`config.mk`:
```
export PLATFORM = sky130hd
export DESIGN_NAME = aux_refclk_gen
export DESIGN_NICKNAME = d
export VERILOG_FILES = /design/src/rtl/aux_clk_pkg.sv /design/src/rtl/aux_phase_len.sv /design/src/rtl/aux_div_fsm.sv /design/src/rtl/aux_out_sel.sv /design/src/rtl/aux_refclk_gen.sv
export SDC_FILE = /design/constraint.sdc
export NUM_CORES = 1
export LEC_CHECK = 0
export ABC_AREA = 0
export CORE_MARGIN = 2
export CORE_UTILIZATION = 50
export DETAILED_ROUTE_END_ITERATION = 10
export PLACE_DENSITY = 0.78
export SYNTH_ARGS = -nofsm -noshare
export SYNTH_HDL_FRONTEND = slang
export SYNTH_HIERARCHICAL = 1
export SYNTH_SLANG_ARGS = --single-unit
```
`constraint.sdc`:
```
create_clock -name mclk -period 4.6 [get_ports mclk]
set_input_delay 0.92 -clock mclk [delete_from_list [all_inputs] [get_ports mclk]]
set_output_delay 0.92 -clock mclk [all_outputs]
set_load 0.03 [all_outputs]
```
`src/rtl/aux_clk_pkg.sv`:
```
package aux_clk_pkg;

    // Divider state machine encoding
    typedef enum logic [1:0] {
        DIV_PARK = 2'd0,
        DIV_HIGH = 2'd1,
        DIV_LOW  = 2'd2
    } div_state_e;

    // Smallest ratio that actually divides; anything below selects bypass
    localparam int unsigned MIN_DIV = 2;

endpackage

```
`src/rtl/aux_phase_len.sv`:
```
// Splits a ratio into high and low phase lengths (high = floor(R/2)).
module aux_phase_len #(
    parameter int RW = 6
) (
    input  logic [RW-1:0] ratio_in,
    output logic [RW-1:0] hi_len,
    output logic [RW-1:0] lo_len
);
    always_comb begin
        hi_len = ratio_in >> 1;
        lo_len = ratio_in - (ratio_in >> 1);
    end
endmodule

```
`src/rtl/aux_div_fsm.sv`:
```
module aux_div_fsm
    import aux_clk_pkg::*;
#(
    parameter int RW = 6
) (
    input  logic          clk,
    input  logic          rst_n,
    input  logic [RW-1:0] ratio_in,
    output logic          div_hi,
    output logic          div_parked,
    output logic [RW-1:0] act_ratio
);
    localparam logic [RW-1:0] MIN_R = RW'(MIN_DIV);
    localparam logic [RW-1:0] ONE   = RW'(1);

    div_state_e    state_q, state_d;
    logic [RW-1:0] cnt_q, cnt_d;
    logic [RW-1:0] act_d;
    logic [RW-1:0] new_hi, new_lo_unused;
    logic [RW-1:0] act_hi_unused, act_lo;
    logic          new_ok;

    aux_phase_len #(.RW(RW)) u_len_new (
        .ratio_in (ratio_in),
        .hi_len   (new_hi),
        .lo_len   (new_lo_unused)
    );

    aux_phase_len #(.RW(RW)) u_len_act (
        .ratio_in (act_ratio),
        .hi_len   (act_hi_unused),
        .lo_len   (act_lo)
    );

    assign new_ok = (ratio_in >= MIN_R);

    // State register
    always_ff @(posedge clk or negedge rst_n) begin
        if (!rst_n) begin
            state_q   <= DIV_PARK;
            cnt_q     <= '0;
            act_ratio <= '0;
        end else begin
            state_q   <= state_d;
            cnt_q     <= cnt_d;
            act_ratio <= act_d;
        end
    end

    // Next-state logic
    always_comb begin
        state_d = state_q;
        cnt_d   = cnt_q;
        act_d   = act_ratio;
        unique case (state_q)
            DIV_PARK: begin
                if (new_ok) begin
                    state_d = DIV_HIGH;
                    cnt_d   = new_hi - ONE;
                    act_d   = ratio_in;
                end
            end
            DIV_HIGH: begin
                if (cnt_q == '0) begin
                    state_d = DIV_LOW;
                    cnt_d   = act_lo - ONE;
                end else begin
                    cnt_d = cnt_q - ONE;
                end
            end
            DIV_LOW: begin
                if (cnt_q != '0) begin
                    cnt_d = cnt_q - ONE;
                end else if (new_ok) begin
                    state_d = DIV_HIGH;
                    cnt_d   = new_hi - ONE;
                    act_d   = ratio_in;
                end else begin
                    state_d = DIV_PARK;
                    cnt_d   = '0;
                    act_d   = '0;
                end
            end
            default: begin
                state_d = DIV_PARK;
                cnt_d   = '0;
                act_d   = '0;
            end
        endcase
    end

    // Outputs decoded from the registered state only
    always_comb begin
        div_hi     = (state_q == DIV_HIGH);
        div_parked = (state_q == DIV_PARK);
    end
endmodule

```
`src/rtl/aux_out_sel.sv`:
```
// Final pin selection: lock flag, oscillator copy or divided clock.
module aux_out_sel (
    input  logic lock_mode,
    input  logic pll_locked,
    input  logic div_parked,
    input  logic osc_clk,
    input  logic div_hi,
    output logic pin_out
);
    always_comb begin
        if (lock_mode)
            pin_out = ~pll_locked;
        else if (div_parked)
            pin_out = osc_clk;
        else
            pin_out = div_hi;
    end
endmodule

```
`src/rtl/aux_refclk_gen.sv`:
```
module aux_refclk_gen #(
    parameter int RW = 6
) (
    input  logic          mclk,
    input  logic          rst_n,
    input  logic          osc_clk,
    input  logic [RW-1:0] ratio,
    input  logic          lock_mode,
    input  logic          pll_locked,
    output logic          aux_out
);
    logic          div_hi;
    logic          div_parked;
    logic [RW-1:0] act_ratio;

    aux_div_fsm #(.RW(RW)) u_fsm (
        .clk        (mclk),
        .rst_n      (rst_n),
        .ratio_in   (ratio),
        .div_hi     (div_hi),
        .div_parked (div_parked),
        .act_ratio  (act_ratio)
    );

    aux_out_sel u_sel (
        .lock_mode  (lock_mode),
        .pll_locked (pll_locked),
        .div_parked (div_parked),
        .osc_clk    (osc_clk),
        .div_hi     (div_hi),
        .pin_out    (aux_out)
    );
endmodule

```
# --- After elaboration in Yosys (flattened, before gate mapping) ---
# Cells that the tools add are included.
totals:
  reg_bits: 14
  out_inout_bits: 1
  in_bits: 11
  wordCells: 36
classes:
  add_sub_neg: 4
  eq_ne: 5
  n_reduce_logical: 5
  mux: 16
  magnitude_cmp: 1
  bitwise_logic: 2
op_table:
  columns: ["op", "count"]
  rows:
  - ["6-bit two-way mux", 7]
  - ["6-bit one-hot mux with 3 select lines", 2]
  - ["6-bit by 1-bit subtractor with 6-bit output (second input constant)", 2]
  - ["6-bit by 2-bit >= comparator with 1-bit output (second input constant)", 1]
  - ["6-bit zero test", 1]
  - ["2-bit two-way mux", 3]
  - ["2-bit one-hot mux with 3 select lines", 1]
  - ["3-bit AND reduction", 2]
  - ["6-bit nonzero test", 1]
  - ["5-bit by 1-bit subtractor with 6-bit output (second input constant)", 1]
  - ["6-bit by 5-bit subtractor with 6-bit output", 1]
  - ["2-bit != test (second input constant)", 2]
  - ["1-bit two-way mux", 3]
  - ["2-bit by 1-bit equality test with 1-bit output (second input constant)", 1]
  - ["2-bit equality test (second input constant)", 1]
  - ["2-bit zero test", 1]
  - ["2-bit by 1-bit != test with 1-bit output (second input constant)", 1]
  - ["1-bit NOT", 2]

# --- Logic depth before layout (Yosys ltp) ---
# Gate-level depths: netlist (run 1).
logic_depth:
  depth_word: 4
  mapped_depth: 11
  depth_no_buf: 11

# --- Modules after synthesis ---
# The synthesis (run 1) kept the hierarchy.
by_module_without_submodules:
  columns: ["module", "area_per_inst_um2", "seq_area_each_um2", "cells_per_inst", "n_inst"]
  rows:
  - ["aux_div_fsm", 1187.4, 350.3, 143, 1]
  - ["aux_phase_len", 270.3, 0.0, 38, 2]
  - ["aux_out_sel", 20.0, 0.0, 2, 1]

# --- Least setup slack after synthesis (run 1) ---
# OpenSTA, ideal clock, no wires.
synth_path:
  path_kind: "register to register"
  start: "register u_fsm.act_ratio[1]"
  end: "register u_fsm.cnt_q[5]"
  path_buffers: 0
  path_stages_with_launch: 9
  required_time_ns: 4.476
  synth_period_minus_slack_ns: 2.428
  arrival_time_ns: 2.305
  slack_ns: 2.172
  setup_ns: 0.124
  path_cell_list: "dfrtp_1 -> ha_1 -> fa_1 -> xnor2_1 -> or4_1 -> nor2_1 -> xnor2_1 -> o22ai_1 -> a211o_1"
synth_via:
  elab_chain_len: 4
synth_lines:
  columns: ["element", "line_no", "source"]
  rows:
  - ["start: declaration", "aux_div_fsm.sv:11", "output logic [RW-1:0] act_ratio"]
  - ["start signal: assignment", "aux_div_fsm.sv:46", "act_ratio <= act_d;"]
  - ["6-bit by 5-bit subtractor with 6-bit output", "aux_phase_len.sv:11", "lo_len = ratio_in - (ratio_in >> 1);"]
  - ["via u_fsm.act_lo[2]", "aux_div_fsm.sv:20", "logic [RW-1:0] act_hi_unused, act_lo;"]
  - ["6-bit by 1-bit subtractor with 6-bit output", "aux_div_fsm.sv:66", "cnt_d = act_lo - ONE;"]
  - ["6-bit two-way mux", "aux_div_fsm.sv:64", "if (cnt_q == '0) begin"]
  - ["6-bit one-hot mux with 3 select lines", "aux_div_fsm.sv:55", "unique case (state_q)"]
  - ["end signal: assignment", "aux_div_fsm.sv:45", "cnt_q <= cnt_d;"]
  - ["end: declaration", "aux_div_fsm.sv:17", "logic [RW-1:0] cnt_q, cnt_d;"]
# The timed path passes the listed nets, and every way through them passes these cells.
# A chain may end at the register's enable or synchronous reset.

# --- Final worst setup path (run 1) ---
layout_path:
  start: "register u_fsm.state_q[0]"
  end: "output port aux_out"
layout_via:
  elab_chain_len: 3
  elab_cells_between_ends: 4
  classes_between: "1 x eq/ne; 2 x mux; 1 x reduce/logical"
layout_lines:
  columns: ["element", "line_no", "source"]
  rows:
  - ["start: declaration", "aux_div_fsm.sv:16", "div_state_e state_q, state_d;"]
  - ["start signal: assignment", "aux_div_fsm.sv:44", "state_q <= state_d;"]
  - ["2-bit by 1-bit equality test with 1-bit output", "aux_div_fsm.sv:94", "div_hi = (state_q == DIV_HIGH);"]
  - ["via div_hi", "aux_refclk_gen.sv:12", "logic div_hi;"]
  - ["1-bit two-way mux", "aux_out_sel.sv:13", "else if (div_parked)"]
  - ["1-bit two-way mux", "aux_out_sel.sv:11", "if (lock_mode)"]
  - ["end: declaration", "aux_refclk_gen.sv:10", "output logic aux_out"]
# The timed path passes the listed nets, and every way through them passes these cells.

==> metrics.txt, run 1 <==
status completed; Layout Nets 207; dpl cell area approximately 1500 um2; # resized after CTS 0; Slew @ Worst Pin ~0.95 ns; Hold Crit Class flop to flop; Tcrit/Tclk final 0.7222; most frequent cells in the layout 19 x nor2_1, 17 x inv_1, 14 x dfrtp_1; final HPWL from detailed placement 2.657 mm; Reg2Reg Launch Point u_fsm/act_ratio[1]; Vias/cell approximately 6.3; # Post-CTS Setup Buffers 0; setup TNS 0 ns; FF-to-FF setup slack 1.91 ns; CTS clock-pin slew for the worst setup and hold paths about 0.09 ns; RSZ-0062 raised after global routing false; CORE AREA between 2000 and 3000 um2; routed len/inst 16.29 um; worst-path cell chain nor2b_1 > mux2i_1 > mux2i_1 > clkdlybuf4s50_1; hold depth 1; Final Cell Area approximately 1600 um2; CP Capture Type output pin; CP max FO 23; Final WS setup around 1.3 ns; leakage 0.6942 nW; CP Buf/Inv Count 1; synth warn 6; CTS root buf clkbuf_4; startpoint types flop; multi-input logic area a little under 1000 um2; Layout area overhead 5.927%; Hold WS 0.5190 ns; Max-slew headroom 0.3665; H-tree levels 1; TritonRoute pass-1 iters 4; die width just under 60 um; initial antenna violation count 0; fillers 264; final hold violations 0; DRC 0; final slew viol count 0; PortBufs 11; CP arrival 2.40 ns; Mapped Nets slightly above 200; CTS Hold Bufs 0; Cells after Synth about 180; share of layout cells above drive strength 1 0.05435; Sink Count 14; crit path time final 3.322 ns; vias around 1.4k; Critical R2R Capture u_fsm/cnt_q[5]; fin util 0.5628; routability congestion estimate a little over 0.9; number of global-route vias before repair ~1.4k; Die Ht slightly below 60 um; peak supply drop roughly 0.00049 V; final antenna-violating net count 0; CP most frequent cell mux2i_1; pwr/cell area a little under 700 nW/um2; final setup violation count 0; largest net degree at the start of global routing 24; # diodes 0; critical path's slowest cell dfrtp_1; # IOs 12; leading cell type in the layout, fill and taps excluded nor2_1; total CTS buffers 3; initial DRC count 89; path type of the worst setup path flop to output pin; CTS Buffer Depth 2; Post-Place Setup Slack 1.408 ns; Avg Cell Area, Syn between 8 and 9 um2; CP top delay family flip-flops; Netlist Area Pre-Place between 1000 and 1500 um2; Max Clock Freq around 300 MHz; Initial Util 0.5313; Final Non-Filler Cells 215; total grt overflow 0; worst hold path startpoint u_fsm/act_ratio[0]; Max Clock Skew between 0.0007 and 0.0008 ns; Sequential Area around 350 um2; CP peak stage delay around 0.78 ns; first-pass GRT wire length about 6.2 mm; Worst Reg-to-Reg Cells 8; clock insertion delay at the later pin of the skew report between 0.2 and 0.3 ns; all-layer global routing usage 0.2330; row count 19; placed insts ~210; CP required between 3 and 4 ns; Die ar. ~3400 um2; Worst Hold End u_fsm/act_ratio[0]; Final Power approximately 1.1 mW; final wirelength 3.502 mm; max-cap check violation count 0; TritonCTS clock tree yes
-- where the power goes --
group	internal (mW)	leakage (nW)	switching, mW	total [mW]
registers	0.179	0.170	0.0841	0.264
logic	0.348	0.511	0.402	0.750
clock network	0.0303	0.0138	0.0407	0.0709
-- state kept, by name, indices dropped and copies added, names as in the netlist --
name / count
u_fsm/act_ratio: 6
u_fsm/cnt_q: 6
u_fsm/state_q: 2
-- worst register-to-register path, delay by kind of cell (launching register included) --
family	cells	cell delay, ns
AOI/OAI and AO/OA	2	0.40
xor gates and xnor gates	2	0.40
adders and majority gates	2	0.65
DFF	1	0.43
and+or+nand+nor	2	0.70
-- worst max-delay path by stage --
stage | from | endpoint | slack, ns | cells after the start
detailed placement | osc_clk | aux_out | 1.41 | 4
CTS | u_fsm/state_q[0] | aux_out | 1.28 | 4
global route | u_fsm/state_q[0] | aux_out | 1.10 | 4
finish | u_fsm/state_q[0] | aux_out | 1.28 | 4
floorplan | u_fsm/act_ratio[1] | u_fsm/cnt_q[5] | 2.19 | 8
global placement | lock_mode | aux_out | 1.43 | 3
-- area by class of cell --
type                            count  share of cell area
Multi-Input combinational cell    138              0.6211
Sequential cell                    14              0.2238
Timing Repair Buffer               12             0.07514
Inverter                           17             0.04077
Tap cell                           31             0.02478
Clock buffer                        3             0.01439
-- per-layer routing --
| metal | share of wire | global-route usage |
|---|---|---|
| met1 | 0.43 | 0.3121 |
| met4 | 0.019 | 0.07309 |
| met3 | 0.055 | 0.02637 |
| met2 | 0.49 | 0.3933 |
| met5 | 0 | 0 |
Power figures use the tool's default switching activity.
==> run 2, diff against run 1 <==
--- a/config.mk
+++ b/config.mk
@@ -9,7 +9,7 @@
 export CORE_MARGIN = 2
 export CORE_UTILIZATION = 50
 export DETAILED_ROUTE_END_ITERATION = 10
-export PLACE_DENSITY = 0.78
+export PLACE_DENSITY = 0.81
 export SYNTH_ARGS = -nofsm -noshare
 export SYNTH_HDL_FRONTEND = slang
 export SYNTH_HIERARCHICAL = 1
==> constraint.sdc (replaced) <==
create_clock -name mclk -period 2.75 [get_ports mclk]
set_input_delay 0.55 -clock mclk [delete_from_list [all_inputs] [get_ports mclk]]
set_output_delay 0.55 -clock mclk [all_outputs]
set_load 0.03 [all_outputs]
==> run 2 against run 1 <==
Against the previous run:
- total power increased by 87%
- hold slack improved by 0.015 ns
- non-clock buffer count increased by 10
- clock power increased by 110%
- first-iteration DRC count increased by 7.9%
- register-to-register slack got worse by 1.8 ns
- via count increased by 4.2%
==> metrics.txt, run 2 (synthesis results as in run 1) <==
status completed; die width 58.36 um (unchanged); Hold WS 0.5339 ns (+0.01491 ns); PortBufs 11 (unchanged); Final Power 2.031 mW (+87%); final wirelength 3.842 mm (+9.7%); Hold Crit Class flop to flop; # IOs 12 (unchanged); max-cap check violation count 0 (unchanged); TritonCTS clock tree yes; Tcrit/Tclk final 0.9779; DRC 0 (unchanged); Layout Nets 217 (+4.8%); final antenna-violating net count 0 (unchanged); critical path's slowest cell or4_4; most frequent cells in the layout 19 x nor2_1, 17 x inv_1, 12 x dfrtp_1; leading cell type in the layout, fill and taps excluded nor2_1; Top Registers u_fsm/act_ratio (6), u_fsm/cnt_q (6), u_fsm/state_q (2); Slew @ Worst Pin 0.6707 ns (-0.2760 ns); vias 1410 (+4.2%); CORE AREA 2781 um2 (unchanged); final hold violations 0 (unchanged); CTS Hold Bufs 0 (unchanged); Vias/cell 6.239 (-0.86%); routed len/inst 17.00 um (+4.4%); final HPWL from detailed placement 2.803 mm (+5.5%); Worst Reg-to-Reg Cells 10 (+2); CP arrival 2.86 ns (+0.46 ns); CTS root buf clkbuf_4; CP peak stage delay 0.57 ns (-0.21 ns); hold depth 1 (unchanged); initial antenna violation count 0 (unchanged); leakage 0.7545 nW (+8.7%); CP max FO 5 (-78%); path type of the worst setup path flop to flop; Max Clock Skew 0.005365 ns (+0.004587 ns); setup TNS 0 ns (unchanged); Max-slew headroom 0.5515 (+0.1849); Die Ht 58.36 um (unchanged); total CTS buffers 3 (unchanged); Max Clock Freq about 370 MHz; Die ar. 3406 um2 (unchanged); startpoint types flop; share of layout cells above drive strength 1 0.1385 (+0.08411); pwr/cell area 1207 nW/um2 (+74%); fillers 257 (-2.7%); row count 19 (unchanged); first-pass GRT wire length 6.258 mm (+1.6%); total grt overflow 0 (unchanged); number of global-route vias before repair 1372 (+1.6%); placed insts 218 (+2.8%); largest net degree at the start of global routing 21 (-13%); Final Non-Filler Cells 226 (+5.1%); CP required 2.93 ns (-0.75 ns); clock insertion delay at the later pin of the skew report 0.29 ns (+0.02 ns); all-layer global routing usage 0.2439 (+0.01085); TritonRoute pass-1 iters 4 (unchanged); routability congestion estimate 0.9040 (-0.32%); Layout area overhead 13.89%; Initial Util 0.5313 (unchanged); initial DRC count 96 (+7.9%); CP Capture Type flop; final setup violation count 0 (unchanged); Sink Count 14 (unchanged); crit path time final around 2.7 ns; final slew viol count 0 (unchanged); CTS clock-pin slew for the worst setup and hold paths 0.09 ns (about the same); H-tree levels 1 (unchanged); FF-to-FF setup slack 0.06 ns (-1.85 ns); CTS Buffer Depth 2 (unchanged); peak supply drop 0.0008158 V (+66%); worst-path cell chain inv_1 > ha_1 > nor2b_1 > o31a_1 > a21oi_1 > or4_4 > nor2_1 > xnor2_1 > o22ai_1 > a211o_1; # diodes 0 (unchanged)
==> run 2: final cells by class <==
class                   count  area, um2  share of cell area
repair buffers             22      192.7              0.1145
well taps                  31      38.79             0.02305
inverters                  17      63.81             0.03792
multi-input cells         138      998.5              0.5933
flip-flops and latches     14      352.8              0.2097
clock buffers               4      36.28             0.02156
==> run 2: worst max-delay path, delay by kind of cell (launching register included) <==
family                   cells  cell delay, ns
AO/OA/AOI/OAI                4            0.75
XOR/XNOR                     1            0.18
adder cells (fa/ha/maj)      1            0.27
flip-flops                   1            0.44
AND/OR/NAND/NOR              3            0.89
buffers and inverters        1            0.07
==> run 2: through the flow <==
stage / utilization / setup WS, ns / cell area (um2)
5_1_grt: 0.6050 / -0.04225 / 1683
2_1_floorplan: - / 0.3350 / 1478
3_3_place_gp: 0.5709 / 0.1892 / 1588
6_report: 0.6050 / 0.06075 / 1683
3_5_place_dp: 0.5709 / 0.06147 / 1588
4_1_cts: 0.5839 / 0.04360 / 1624
==> run 2: final timing paths <==
check                                   start                 end
setup / recovery           u_fsm/act_ratio[2]      u_fsm/cnt_q[5]
max in group asynchronous               rst_n  u_fsm/act_ratio[2]
hold / removal             u_fsm/act_ratio[0]  u_fsm/act_ratio[0]
min in group asynchronous               rst_n      u_fsm/cnt_q[4]
hold reg to reg            u_fsm/act_ratio[0]  u_fsm/act_ratio[0]
setup reg to reg           u_fsm/act_ratio[2]      u_fsm/cnt_q[5]
==> run 2: timing repair <==
| item | 4_1_cts | 5_1_grt |
|---|---|---|
| gates resized for setup | 0 | 8 |
| setup buffers | 0 | 4 |
| endpoints found under the hold margin | 0 | 0 |
| endpoints found under the setup margin | 0 | 1 |
==> run 2: layer usage <==
metal	up-vias	wire length [um]	track usage
met5	-	0	0
met4	0	189	0.1528
met3	19	257	0.04176
met2	62	1820	0.3981
met1	661	1575	0.2979
li1	668	-	-
==> run 2: report_power, final <==
part / switching [mW] / leakage (nW) / internal (mW) / total, mW
combinational: 0.774 / 0.567 / 0.688 / 1.46
sequential: 0.114 / 0.167 / 0.303 / 0.418
clock: 0.0704 / 0.0210 / 0.0807 / 0.151
==> run 3, diff against run 2 <==
--- a/config.mk
+++ b/config.mk
@@ -7,9 +7,9 @@
 export LEC_CHECK = 0
 export ABC_AREA = 0
 export CORE_MARGIN = 2
-export CORE_UTILIZATION = 50
+export CORE_UTILIZATION = 40
 export DETAILED_ROUTE_END_ITERATION = 10
-export PLACE_DENSITY = 0.81
+export PLACE_DENSITY = 0.69
 export SYNTH_ARGS = -nofsm -noshare
 export SYNTH_HDL_FRONTEND = slang
 export SYNTH_HIERARCHICAL = 1
==> run 3 against run 2 <==
Against the previous run:
- flip-flop and latch count stayed put
- first-iteration DRC count is 46% lower
- clock-buffer cell count is 1 lower
- sequential power is 1% lower
- register-to-register slack better by 0.12 ns
- sequential share of layout area is 0.070 points higher
- final area is 1.0% lower
- via count is 8.1% lower
- hold slack worse by 0.016 ns
- worst setup slack better by 0.12 ns
- critical path depth is 2 lower
- cell count is 6.2% higher
- largest power group unchanged
==> metrics.txt, run 3 (synthesis results as in run 1) <==
status completed; Worst Reg-to-Reg Cells 8 (-2); PortBufs 11 (unchanged); Final Power 1.835 mW (-9.7%); Layout Nets 215 (-0.92%); NetSw 844.3 uW (-12%); peak supply drop 0.0006478 V (-21%); switching share of power 0.4602 (-0.01203); Hold WS 0.5176 ns (-0.01632 ns); Initial Util 0.4098 (-0.1215); clock insertion delay at the later pin of the skew report 0.25 ns (-0.04 ns); vias 1296 (-8.1%); CP Capture Type flop; startpoint types flop; worst hold path startpoint u_fsm/act_ratio[0]; Final WS setup 0.1806 ns (+0.1198 ns); Sink Count 14 (unchanged); TritonCTS clock tree yes; most frequent cells in the layout 19 x nor2_1, 17 x inv_1, 14 x dfrtp_1; CP arrival 2.70 ns (-0.16 ns); leakage 0.7404 nW (-1.9%); Tcrit/Tclk final 0.9343 (-0.04357); Vias/cell 5.400 (-13%); Pint 990.5 uW (-7.6%); DRC 0 (unchanged); # Post-CTS Setup Buffers 0 (unchanged); Max-slew headroom 0.5568 (+0.005278); # resized after CTS 0 (unchanged); routability congestion estimate 0.8149 (-9.9%); largest net degree at the start of global routing 18 (-14%); CP required 2.88 ns (-0.05 ns); setup TNS 0 ns (unchanged); total grt overflow 0 (unchanged); first-pass GRT wire length 5.664 mm (-9.5%); crit path time final 2.569 ns (-0.1198 ns); # diodes 0 (unchanged); CP most frequent cell xnor2_1; Slew @ Worst Pin 0.6628 ns (-0.007892 ns); Layout area overhead 12.70%; Clock Power Share 0.092 (+0.018); critical path's slowest cell or4_1; CP peak stage delay 0.56 ns (about the same); # IOs 12 (unchanged); CTS root buf clkbuf_8; final slew viol count 0 (unchanged); share of layout cells above drive strength 1 0.09375 (-0.04471); final hold violations 0 (unchanged); Die Ht 64.78 um (+11%); CTS Buffer Depth 2 (unchanged); Critical R2R Capture u_fsm/cnt_q[5]; number of global-route vias before repair 1244 (-9.3%); total CTS buffers 3 (unchanged); CORE AREA 3606 um2 (+30%); Max Clock Skew 0.006221 ns (+0.0008564 ns); leading cell type in the layout, fill and taps excluded nor2_1; CTS clock-pin slew for the worst setup and hold paths 0.05 ns (-0.04 ns); final antenna-violating net count 0 (unchanged); part of the power in combinational logic 0.682 (-0.038); CP max FO 5 (unchanged); Top Registers u_fsm/act_ratio (6), u_fsm/cnt_q (6), u_fsm/state_q (2); pwr/cell area 1102 nW/um2 (-8.7%); row count 22 (+3); final HPWL from detailed placement 2.562 mm (-8.6%); CP top delay family simple AND/OR/NAND/NOR gates; TritonRoute pass-1 iters 4 (unchanged); RSZ-0062 raised after global routing false; all-layer global routing usage 0.1706 (-0.07322); Die ar. 4196 um2 (+23%); FF-to-FF setup slack 0.18 ns (+0.12 ns); initial antenna violation count 0 (unchanged); Reg2Reg Launch Point u_fsm/act_ratio[1]; CTS Hold Bufs 0 (unchanged); Worst Hold End u_fsm/act_ratio[0]; Flop pwr share 0.226 (+0.020); path type of the worst setup path flop to flop; worst-path cell chain ha_1 > fa_1 > xnor2_1 > or4_1 > nor2_1 > xnor2_1 > o22ai_1 > a211o_1; routed len/inst 13.84 um (-19%); final wirelength 3.322 mm (-14%); max-cap check violation count 0 (unchanged); Post-Place Setup Slack 0.1867 ns (+0.1252 ns); H-tree levels 1 (unchanged); Max Clock Freq 389.2 MHz (+4.7%); Hold Crit Class flop to flop; CP Buf/Inv Count 0 (-1); initial DRC count 52 (-46%); final setup violation count 0 (unchanged); die width 64.78 um (+11%); fin util 0.4618 (-0.1432); hold depth 1 (unchanged)
==> run 3: power by group through the flow <==
stage / Sequential [mW] / Clock [mW] / Combinational [mW]
4_1_cts: 0.414 / 0.174 / 1.25
5_1_grt: 0.427 / 0.183 / 1.42
3_5_place_dp: 0.417 / 0 / 1.25
6_report: 0.414 / 0.169 / 1.25
3_3_place_gp: 0.417 / 0 / 1.23
2_1_floorplan: 0.384 / 0 / 1.01
==> run 3: per-layer routing <==
metal	wire length, um	vias to the layer above	global-route usage
met5	0	-	0
met4	20	0	0.04255
met3	145	2	0.03125
met2	1548	28	0.2861
met1	1608	603	0.2259
li1	-	663	-
==> run 3: worst max path at each step <==
stage,end,slack [ns],depth (start not counted),start
6_report,u_fsm/cnt_q[5],0.18,8,u_fsm/act_ratio[1]
5_1_grt,u_fsm/cnt_q[5],0.02,10,u_fsm/act_ratio[2]
4_1_cts,u_fsm/cnt_q[5],0.17,8,u_fsm/act_ratio[1]
3_5_place_dp,u_fsm/cnt_q[5],0.19,8,u_fsm/act_ratio[1]
3_3_place_gp,u_fsm/cnt_q[5],0.20,8,u_fsm/act_ratio[1]
2_1_floorplan,u_fsm/cnt_q[5],0.34,8,u_fsm/act_ratio[1]
==> run 3: through the flow <==
stage,instances,cell area [um2]
finish,240,1665
global route,240,1665
CTS,240,1665
detailed placement,237,1624
global placement,237,1624
floorplan,183,1478
==> run 3: area by class of cell <==
class,count,area (um2)
fillers,364,1941
multi-input cells,138,972.2
flip-flops and latches,14,350.3
repair buffers,20,177.7
inverters,17,63.81
well taps,48,60.06
clock buffers,3,41.29
